## config.mk

```make
export PLATFORM = sky130hd
export DESIGN_NAME = frame_lock_det
export DESIGN_NICKNAME = d
export VERILOG_FILES = /design/src/rtl/frame_lock_det.sv
export SDC_FILE = /design/constraint.sdc
export NUM_CORES = 1
export LEC_CHECK = 0
export BUFFER_PORTS_ARGS = -buffer_cell sky130_fd_sc_hd__buf_2
export CORE_MARGIN = 1.5
export CORE_UTILIZATION = 32
export CTS_CLUSTER_DIAMETER = 80
export DETAILED_ROUTE_END_ITERATION = 7
export GPL_TIMING_DRIVEN = 1
export SYNTH_ARGS = -nofsm -noshare
export SYNTH_HDL_FRONTEND = slang
export SYNTH_SLANG_ARGS = --single-unit
```

## constraint.sdc

```tcl
create_clock -name clk -period 2 [get_ports clk]
set_clock_uncertainty 0.05 [all_clocks]
set_input_delay 0.3 -clock clk [delete_from_list [all_inputs] [get_ports clk]]
set_output_delay 0.3 -clock clk [all_outputs]
set_load 0.05 [all_outputs]
```

## src/rtl/frame_lock_det.sv

```systemverilog
module frame_lock_det #(
  parameter int FRAME_W     = 12,
  parameter int LOCK_FRAMES = 8,
  parameter int LOSS_FRAMES = 4
) (
  input  logic               clk,
  input  logic               rst_n,
  input  logic               bit_en,
  input  logic               ser_in,
  output logic               lock_n,
  output logic [FRAME_W-3:0] data_out,
  output logic               word_vld
);

  localparam int PW   = FRAME_W - 2;
  localparam int PH_W = $clog2(FRAME_W);
  localparam int GC_W = $clog2(LOCK_FRAMES + 1);
  localparam int MC_W = $clog2(LOSS_FRAMES + 1);

  logic [FRAME_W-2:0] sr;
  logic               prev, act, locked;
  logic [PH_W-1:0]    ph;
  logic [GC_W-1:0]    good;
  logic [MC_W-1:0]    miss;
  logic [PW-1:0]      pay;

  wire [FRAME_W-1:0] win  = {sr, ser_in};
  wire               live = act | (ser_in != prev);
  wire               bnd  = bit_en && live && (ph == PH_W'(FRAME_W - 1));
  wire               ok   = win[FRAME_W-1] & ~win[0];
  wire               acq  = !locked && ok && (good == GC_W'(LOCK_FRAMES - 1));
  wire               drop = locked && !ok && (miss == MC_W'(LOSS_FRAMES - 1));
  wire               keep = (locked && !drop) || acq;

  always_comb
    for (int i = 0; i < PW; i++) pay[i] = win[FRAME_W-2-i];

  assign lock_n = ~locked;

  always_ff @(posedge clk) begin
    if (!rst_n) begin
      sr       <= '0;
      prev     <= 1'b0;
      act      <= 1'b0;
      ph       <= '0;
      good     <= '0;
      miss     <= '0;
      locked   <= 1'b0;
      data_out <= '0;
      word_vld <= 1'b0;
    end else begin
      word_vld <= 1'b0;
      if (bit_en) begin
        sr   <= win[FRAME_W-2:0];
        prev <= ser_in;
        act  <= live;
        if (live && !bnd) ph <= ph + 1'b1;
        if (bnd) begin
          word_vld <= keep;
          data_out <= keep ? pay : '0;
          if (locked || ok) ph <= '0;
          if (locked) begin
            if (ok) miss <= '0;
            else if (drop) begin
              locked <= 1'b0;
              miss   <= '0;
              good   <= '0;
            end else miss <= miss + 1'b1;
          end else if (ok) begin
            if (acq) begin
              locked <= 1'b1;
              good   <= '0;
            end else good <= good + 1'b1;
          end else good <= '0;
        end
      end
    end
  end

  assert_vld_locked_R9: assert property (@(posedge clk) disable iff (!rst_n)
    word_vld |-> !lock_n);
  assert_data_hold_R2: assert property (@(posedge clk) disable iff (!rst_n)
    lock_n |-> (data_out == '0));
  assert_gap_R9: assert property (@(posedge clk) disable iff (!rst_n)
    !bit_en |=> !word_vld);
  assert_no_edge_R3: assert property (@(posedge clk) disable iff (!rst_n)
    !act |-> lock_n);
  assert_miss_bound_R8: assert property (@(posedge clk) disable iff (!rst_n)
    miss < MC_W'(LOSS_FRAMES));
  assert_lock_fall_R4: assert property (@(posedge clk) disable iff (!rst_n)
    $fell(lock_n) |-> word_vld);
  assert_lock_rise_R8: assert property (@(posedge clk) disable iff (!rst_n)
    $rose(lock_n) |-> !word_vld);

endmodule

```

==> results of run 1 <==
## layout make-up
class	count	area, um2	area share, %
flip-flops and latches	35	701	41.3
multi-input cells	97	689	40.6
repair buffers	18	97.6	5.75
clock buffers	6	72.6	4.28
well taps	52	65.1	3.83
clock inverters	2	60.1	3.54
inverters	3	11.3	0.664
## placed cells by master, fill, tap and decap left out
cell | Yosys | routed
xor2_2 | 1 | 1
and2b_1 | 1 | 1
a21oi_1 | 3 | 3
buf_2 | 2 | 15
a21o_1 | 2 | 2
ha_1 | 3 | 3
nand2b_1 | 2 | 2
nor3_1 | 1 | 1
nand3_2 | 1 | 1
nand4b_1 | 1 | 1
o211ai_1 | 2 | 2
and2_1 | 1 | 1
buf_4 | 0 | 3
o22ai_1 | 2 | 2
o311ai_0 | 2 | 2
clkbuf_8 | 0 | 5
o211a_1 | 1 | 1
mux2i_1 | 12 | 12
a211o_1 | 1 | 1
or3_1 | 1 | 1
dfxtp_1 | 35 | 35
o21ai_2 | 1 | 1
inv_1 | 3 | 3
a211oi_4 | 1 | 1
bufinv_16 | 0 | 2
a311oi_1 | 1 | 1
xor2_1 | 2 | 2
o21ai_0 | 8 | 8
and4b_1 | 1 | 1
clkbuf_1 | 3 | 1
nor2_1 | 19 | 19
o31ai_1 | 1 | 1
nand3_1 | 5 | 5
nand3b_1 | 1 | 1
and4_1 | 1 | 1
nand4_1 | 2 | 2
nand2_1 | 4 | 4
nor3b_2 | 1 | 1
a22o_1 | 10 | 10
nor2b_1 | 2 | 2
## cells by family (layout without fill, tap and decap cells)
| family | after synthesis | count (layout) | synth area share (%) |
|---|---|---|---|
| AO/OA/AOI/OAI | 35 | 35 | 18.3 |
| multiplexers | 12 | 12 | 8.25 |
| adder cells (fa/ha/maj) | 3 | 3 | 2.58 |
| flip-flops | 35 | 35 | 48.1 |
| buffers and inverters | 11 | 29 | 4.55 |
| AND/OR/NAND/NOR | 44 | 44 | 15.9 |
| XOR/XNOR | 3 | 3 | 2.32 |
## report_power, final
part           internal [mW]  leakage [nW]  total, mW  switching (mW)
logic                 0.0226         0.371     0.0607          0.0381
clock network          0.498        0.0654      0.749           0.251
registers              0.705         0.283      0.715         0.00969
total                   1.23         0.719       1.52           0.299
## per-layer routing
metal,up-vias,part of all wire (%),global-route usage (%)
met4,0,1.2,6.62
li1,547,-,-
met3,4,4.1,5.05
met1,513,47,15.8
met5,-,0,0
met2,17,47,19.4
## worst min-delay path, cell delays in order
cell and delay [ns]:
buf_2 0.15, mux2i_1 0.09, nor2_1 0.08
## final timing paths
path | startpoint | end | slack, ns | depth (start not counted)
worst min register to register | miss[0]$_SDFFE_PN0P_ | miss[0]$_SDFFE_PN0P_ | 0.43 | 1
worst max register to register | ph[0]$_SDFFE_PN0P_ | data_out[3]$_SDFFE_PN0P_ | 0.23 | 5
worst max-delay path | ph[0]$_SDFFE_PN0P_ | data_out[3]$_SDFFE_PN0P_ | 0.23 | 5
worst min-delay path | ser_in | sr[0]$_SDFFE_PN0P_ | 0.33 | 3
## metrics by stage
| step | total power [mW] | utilization (%) | worst slack [ns] | hold slack (ns) | std cells |
|---|---|---|---|---|---|
| after global routing | 1.59 | 39.0 | 0.0393 | 0.338 | 213 |
| after CTS | 1.55 | 39.0 | 0.199 | 0.317 | 213 |
| final | 1.52 | 39.0 | 0.227 | 0.327 | 213 |
| after detailed placement | 0.792 | 35.9 | 0.187 | 0.401 | 205 |
| after global placement | 0.790 | 35.9 | 0.260 | 0.401 | 205 |
| after floorplan | 0.777 | - | 0.496 | 0.395 | 143 |
## flip-flops by register name, indices dropped and copies added (netlist names)
register	count
act	1
ph	4
locked	1
good	4
data_out	10
sr	11
miss	3
word_vld	1
==> flow_summary.yaml, run 1 <==
run_status:
  status: "completed"
clocking:
  clock_latency_ns: 0.28
  root_buffer: "clkbuf_8"
  cts_hold_buffers: 0
  cts_made_buffers: 5
  clk_pin_slew_ns: 0.07
  postCtsSetupBuffers: 0
  clkSinkCount: 35
  h-tree-depth: 2
  clk_path_buf_depth: 2
  post_cts_resized: 0
  cts_tree: "done"
yosys:
  syn_area_mm2: 0.00146
  synth_nets: 150
  synth.distinct_cells: 38
  ys_warn_count: 0
  synthesis.instances: 143
  yosys-top-cells-count: "dfxtp_1 (35), nor2_1 (19), mux2i_1 (12), a22o_1 (10), o21ai_0 (8)"
  synth-edff-count: 0
  synth_top_cell_by_area: "dfxtp_1"
  ys_seq_area_share_pct: 48.1
  synthFlopType: "dfxtp_1"
  synth_seq_cells: 35
  yosysTopAreaCellShare_pct: 48.1
  async_flop_share_pct: 0
  netlist_top_cells_area: "dfxtp_1 (48%), mux2i_1 (8.2%), a22o_1 (6.0%)"
  synth.avg_cell_area_um2: 10.2
  synth.most_common_cell: "dfxtp_1"
finish:
  diodes: 0
  nFillCells: 406
  drive_gt1_share_pct: 18.6
  stdcell_area_mm2: 0.00170
  area_delta_synth_final_pct: 16.5
  final_nets: 167
drt:
  dr_total_vias: 1081
  drcViolationCount: 0
  drt-vias-per-instance: 5.08
  dr.first_iter.drc_count: 40
  drtAntennaViolNets: 0
  routedWlPerCell_um: 13.3
  routed_wl_mm: 2.83
  firstDrtPassIters: 4
power:
  power_leakage_nw: 0.719
  peakVddDrop_mv: 0.334
  power_density_mw_per_mm2: 899
timing:
  tns_ns: 0
  grt_setup_unrepaired: "false"
  timing.fmax_mhz: 564
  setup_violations: 0
  period_needed_ns: 1.77
  worst_slew_pin_slew_ns: 0.539
  hold_viol_final: 0
  fin_crit_sh_pct: 88.6
  slew_violations: 0
  slew_headroom_pct: 64.0
floorplanning:
  coreArea_mm2: 0.00435
  die_h_um: 70.5
  start_util_pct: 33.4
  dieArea_mm2: 0.00496
  ioPinCount: 16
  dieWidth_um: 70.5
  rows: 24
placed_design:
  port_buffers: 15
  postPlaceCellArea_mm2: 0.00156
  gp_congestion: 0.960
  dpl.hpwl_mm: 1.99
global_routing:
  grt_max_degree: 18
  grt_pass1_vias: 1044
  track_usage_pct: 12.9
  grt_pass1_wl_mm: 4.90
  antenna_found_initial: 0
  gr-total-overflow: 0
setup_path:
  path_max_fanout: 12
  crit_family: "compound AO/OA/AOI/OAI gates"
  path_buf_inv: 0
  endpoint_kind: "register"
  crit_chain: "ha_1, and4b_1, o21ai_2, a211oi_4, a22o_1"
  slowest_stage: "a211oi_4"
  critical_path_class: "register to register"
  critPathLaunchType: "register"
  cpPeakStageDelay_ns: 0.47
  cp.required_ns: 2.18
  cp_data_arrival_time_ns: 1.95
hold_path:
  hold_class: "input pin to register"
run:
  drv_cap: 0
Power figures use the tool's default switching activity.
==> run 2, diff against run 1 <==
==> constraint.sdc (replaced) <==
create_clock -name clk -period 2.3 [get_ports clk]
set_clock_uncertainty 0.05 [all_clocks]
set_input_delay 0.345 -clock clk [delete_from_list [all_inputs] [get_ports clk]]
set_output_delay 0.345 -clock clk [all_outputs]
set_load 0.05 [all_outputs]
==> run 2 against run 1 <==
  * Power shrank 27%
  * Non-clock buffer count decreased by 2
  * Sequential share of layout area is 1.5 points higher
  * Worst setup slack better by 0.26 ns
  * Combinational power decreased by 14%
  * Critical path type unchanged
  * Largest power group is now sequential cells
  * Register-to-register slack better by 0.26 ns
==> flow_summary.yaml, run 2 (synthesized netlist as in run 1, its figures left out) <==
global_routing:
  gr-total-overflow: 0
  track_usage_pct: 12.6
  grt_pass1_wl_mm: 4.91
  grt_pass1_vias: 1081
  antenna_found_initial: 0
  grt_max_degree: 18
setup_path:
  slowest_stage: "a211oi_4"
  crit_chain: "ha_1, and4b_1, o21ai_2, a211oi_4, a22o_1"
  critical_path_class: "register to register"
  endpoint_kind: "register"
  path_buf_inv: 0
  cp.required_ns: 2.48
  crit_family: "compound AO/OA/AOI/OAI gates"
  path_max_fanout: 12
  critPathLaunchType: "register"
  cp_data_arrival_time_ns: 1.99
  cpPeakStageDelay_ns: 0.48
timing:
  tns_ns: 0
  worst_slew_pin_slew_ns: 0.551
  hold_ws_ns: 0.363
  slew_headroom_pct: 63.1
  grt_setup_unrepaired: "false"
  timing.fmax_mhz: 551
  hold_viol_final: 0
  setup_violations: 0
  slew_violations: 0
  period_needed_ns: 1.81
  fin_crit_sh_pct: 78.9
drt:
  dr_total_vias: 1103
  drt-vias-per-instance: 5.25
  drtAntennaViolNets: 0
  drcViolationCount: 0
  routedWlPerCell_um: 13.6
  routed_wl_mm: 2.85
  firstDrtPassIters: 4
  dr.first_iter.drc_count: 83
clocking:
  cts_tree: "done"
  cts_hold_buffers: 0
  postCtsSetupBuffers: 0
  h-tree-depth: 2
  post_cts_resized: 0
  clock_latency_ns: 0.28
  clk_path_buf_depth: 2
  clk_pin_slew_ns: 0.06
  cts_made_buffers: 5
  clkSinkCount: 35
  root_buffer: "clkbuf_8"
placed_design:
  gp_congestion: 0.829
  port_buffers: 15
  dpl.hpwl_mm: 2.00
floorplanning:
  start_util_pct: 33.4
  rows: 24
  coreArea_mm2: 0.00435
  ioPinCount: 16
  die_h_um: 70.5
  dieArea_mm2: 0.00496
  dieWidth_um: 70.5
hold_path:
  hold_class: "input pin to register"
finish:
  final_cell_mix: "dfxtp_1 (35), nor2_1 (19), buf_2 (15)"
  largest-register: "sr"
  nFillCells: 442
  drive_gt1_share_pct: 17.7
  area_delta_synth_final_pct: 12.4
  diodes: 0
  reg.largest.list: "sr x11, data_out x10"
  largest_register_ffs: 11
  layout_commonest_cell: "dfxtp_1"
  final_nets: 165
run:
  drv_cap: 0
power:
  peakVddDrop_mv: 0.500
  power_leakage_nw: 0.691
  power_density_mw_per_mm2: 680
run_status:
  status: "completed"
==> run 2: cell types whose count changed in the layout (fill, tap and decap cells not counted), sizes merged <==
cell and delta:
clkinv +1, buf -2, bufinv -2
==> run 2: worst min-delay path, stage by stage <==
cell and delay, ns:
buf_2 0.14, mux2i_1 0.09, nor2_1 0.08
==> run 2: routing by layer <==
metal,global-route usage (%),part of all wire (%),wire length [um],up-vias
li1,-,-,-,545
met3,4.76,5.8,165,7
met1,15.6,46,1310,513
met4,5.34,1.9,53,0
met5,0,0,0,-
met2,19.6,46,1330,38
==> run 2: worst paths after layout <==
| check | from | end | slack [ns] | cells past startpoint |
|---|---|---|---|---|
| setup / recovery | ph[0]$_SDFFE_PN0P_ | data_out[3]$_SDFFE_PN0P_ | 0.49 | 5 |
| hold / removal | ser_in | sr[0]$_SDFFE_PN0P_ | 0.36 | 3 |
| setup reg to reg | ph[0]$_SDFFE_PN0P_ | data_out[3]$_SDFFE_PN0P_ | 0.49 | 5 |
| hold reg to reg | miss[2]$_SDFFE_PN0P_ | miss[2]$_SDFFE_PN0P_ | 0.41 | 1 |
==> run 2: stage by stage <==
stage	utilization [%]	area (um2)	std cells	setup slack, ns	power (mW)
floorplan	-	1460	143	0.796	0.675
global placement	35.6	1550	203	0.492	0.686
detailed placement	35.6	1550	203	0.459	0.688
CTS	37.6	1640	210	0.491	1.13
global route	37.6	1640	210	0.350	1.16
finish	37.6	1640	210	0.486	1.11
==> run 2: report_power, final <==
group	switching, mW	leakage (nW)	total (mW)	internal (mW)
Clock	0.204	0.0470	0.439	0.235
Combinational	0.0336	0.361	0.0524	0.0188
Sequential	0.00903	0.283	0.622	0.613
==> run 2: final cells by class <==
type	count	area [um2]	share of cell area, %
timing repair buffer	16	82.6	5.05
clock buffer	6	82.6	5.05
multi-input combinational	97	689	42.1
inverter	3	11.3	0.688
sequential	35	701	42.8
clock inverter	1	5.00	0.306
tap	52	65.1	3.98
==> run 3, diff against run 2 <==
==> constraint.sdc (replaced) <==
create_clock -name clk -period 1.9 [get_ports clk]
set_clock_uncertainty 0.05 [all_clocks]
set_input_delay 0.285 -clock clk [delete_from_list [all_inputs] [get_ports clk]]
set_output_delay 0.285 -clock clk [all_outputs]
set_load 0.05 [all_outputs]
==> run 3 against run 2 <==
  * First-iteration DRC count is 25% higher
  * Clock-buffer cell count did not move
  * Combinational power up 25%
  * Clock power grew 32%
  * Hold slack lost 0.082 ns
  * Sequential power grew 21%
  * Maximum frequency grew 7.1%
  * Sequential cell count stayed put
  * Register-to-register slack worse by 0.28 ns
  * Largest power group unchanged
==> flow_summary.yaml, run 3 (synthesized netlist as in run 1, its figures left out) <==
hold_path:
  hold_path_depth: 3
  hold_class: "input pin to register"
  whs_endpoint: "sr[0]$_SDFFE_PN0P_"
  worstHoldStart: "ser_in"
drt:
  dr_wl_met3_um: 143
  drt-vias-per-instance: 5.23
  drtAntennaViolNets: 0
  dr.first_iter.drc_count: 104
  drt-met1-wl_mm: 1.35
  routed_wl_mm: 2.89
  routedWlPerCell_um: 13.5
  wl_met2_mm: 1.34
  firstDrtPassIters: 4
  dr_total_vias: 1120
  drcViolationCount: 0
  top_layer_used: "met4"
setup_path:
  slowest_stage: "dfxtp_1"
  path_max_fanout: 11
  r2r_cells: 5
  crit_family: "simple AND/OR/NAND/NOR gates"
  critPathLaunchType: "register"
  cpPeakStageDelay_ns: 0.37
  rrSetupSlack_ns: 0.21
  cp.required_ns: 2.04
  critical_path_class: "register to register"
  endpoint_kind: "register"
  crit_chain: "ha_1, and4b_1, o21ai_2, and2_1, a22o_1"
  path_buf_inv: 0
  cp_data_arrival_time_ns: 1.83
  reg2reg_to: "data_out[1]$_SDFFE_PN0P_"
  worstReg2RegStart: "ph[1]$_SDFFE_PN0P_"
timing:
  final.setup.worst_slack_ns: 0.206
  fin_crit_sh_pct: 89.2
  hold_viol_final: 0
  slew_violations: 0
  period_needed_ns: 1.69
  slew_headroom_pct: 72.0
  worst_slew_pin_slew_ns: 0.416
  setup_violations: 0
  timing.fmax_mhz: 590
  grt_setup_unrepaired: "false"
  tns_ns: 0
finish:
  largest_register_ffs: 11
  final_cell_mix: "dfxtp_1 (35), nor2_1 (19), buf_2 (15)"
  reg.largest.list: "sr x11, data_out x10"
  final_util_pct: 38.6
  diodes: 0
  final_nets: 168
  fin_cells: 214
  drive_gt1_share_pct: 19.8
  area_delta_synth_final_pct: 15.5
  layout_commonest_cell: "dfxtp_1"
  largest-register: "sr"
run:
  drv_cap: 0
clocking:
  cts_made_buffers: 5
  clk_path_buf_depth: 2
  clock_latency_ns: 0.29
  h-tree-depth: 2
  cts_tree: "done"
  post_cts_resized: 0
  root_buffer: "clkbuf_8"
  clk_pin_slew_ns: 0.07
  clkSinkCount: 35
placed_design:
  gp_congestion: 0.811
  dpl.cell_count: 205
  dpl.hpwl_mm: 1.97
  port_buffers: 15
  place_ws_ns: 0.148
floorplanning:
  rows: 24
  ioPinCount: 16
  dieArea_mm2: 0.00496
  die_h_um: 70.5
  dieWidth_um: 70.5
  start_util_pct: 33.4
  coreArea_mm2: 0.00435
global_routing:
  antenna_found_initial: 0
  grt_max_degree: 18
  grt_pass1_vias: 1062
  gr-total-overflow: 0
  grt_pass1_wl_mm: 4.87
  track_usage_pct: 12.7
power:
  power_density_mw_per_mm2: 830
  peakVddDrop_mv: 0.503
  power_leakage_nw: 0.710
run_status:
  status: "completed"
[run 3: per-stage QoR]
step           instance area, um2  hold WS [ns]  total power, mW
6_report                     1680         0.281             1.40
5_1_grt                      1680         0.321             1.45
2_1_floorplan                1460         0.382            0.818
3_5_place_dp                 1560         0.404            0.834
3_3_place_gp                 1560         0.406            0.832
4_1_cts                      1660         0.283             1.41
[run 3: worst register-to-register path: stages, from the launching register on]
cell and delay [ns]:
dfxtp_1 0.37, ha_1 0.20, and4b_1 0.26, o21ai_2 0.14
and2_1 0.33, a22o_1 0.24
[run 3: worst max path at each step]
| stage | from | to | slack (ns) | depth (start not counted) |
|---|---|---|---|---|
| 3_5_place_dp | ph[0]$_SDFFE_PN0P_ | data_out[6]$_SDFFE_PN0P_ | 0.15 | 5 |
| 3_3_place_gp | ph[0]$_SDFFE_PN0P_ | data_out[1]$_SDFFE_PN0P_ | 0.16 | 5 |
| 6_report | ph[1]$_SDFFE_PN0P_ | data_out[1]$_SDFFE_PN0P_ | 0.21 | 5 |
| 5_1_grt | ph[0]$_SDFFE_PN0P_ | good[3]$_SDFFE_PN0P_ | 0.09 | 5 |
| 4_1_cts | ph[0]$_SDFFE_PN0P_ | data_out[1]$_SDFFE_PN0P_ | 0.12 | 5 |
| 2_1_floorplan | locked$_SDFFE_PN0P_ | data_out[1]$_SDFFE_PN0P_ | 0.40 | 6 |
[run 3: power by group]
| part | switching, mW | leakage [nW] | total (mW) | internal (mW) |
|---|---|---|---|---|
| clock network | 0.283 | 0.0474 | 0.578 | 0.296 |
| registers | 0.0105 | 0.283 | 0.753 | 0.742 |
| logic | 0.0413 | 0.380 | 0.0653 | 0.0240 |
| total | 0.334 | 0.710 | 1.40 | 1.06 |
[run 3: what timing repair did]
item | in CTS | in global routing
hold buffers | 0 | 0
setup buffers | 0 | 1
hold endpoints to repair | 0 | 0
endpoints found under the setup margin | 0 | 8
[run 3: layer usage]
layer,vias up,global-route usage [%]
met2,20,19.1
met5,-,0
met1,544,15.6
met3,5,3.75
met4,0,8.76
li1,551,-
[run 3: area by class of cell]
class,instances,area [um2]
inverter,3,11.3
clock buffer,6,82.6
multi-input combinational,97,689
fill,428,2670
clock inverter,2,16.3
tap,52,65.1
sequential,35,701
timing repair buffer,19,118
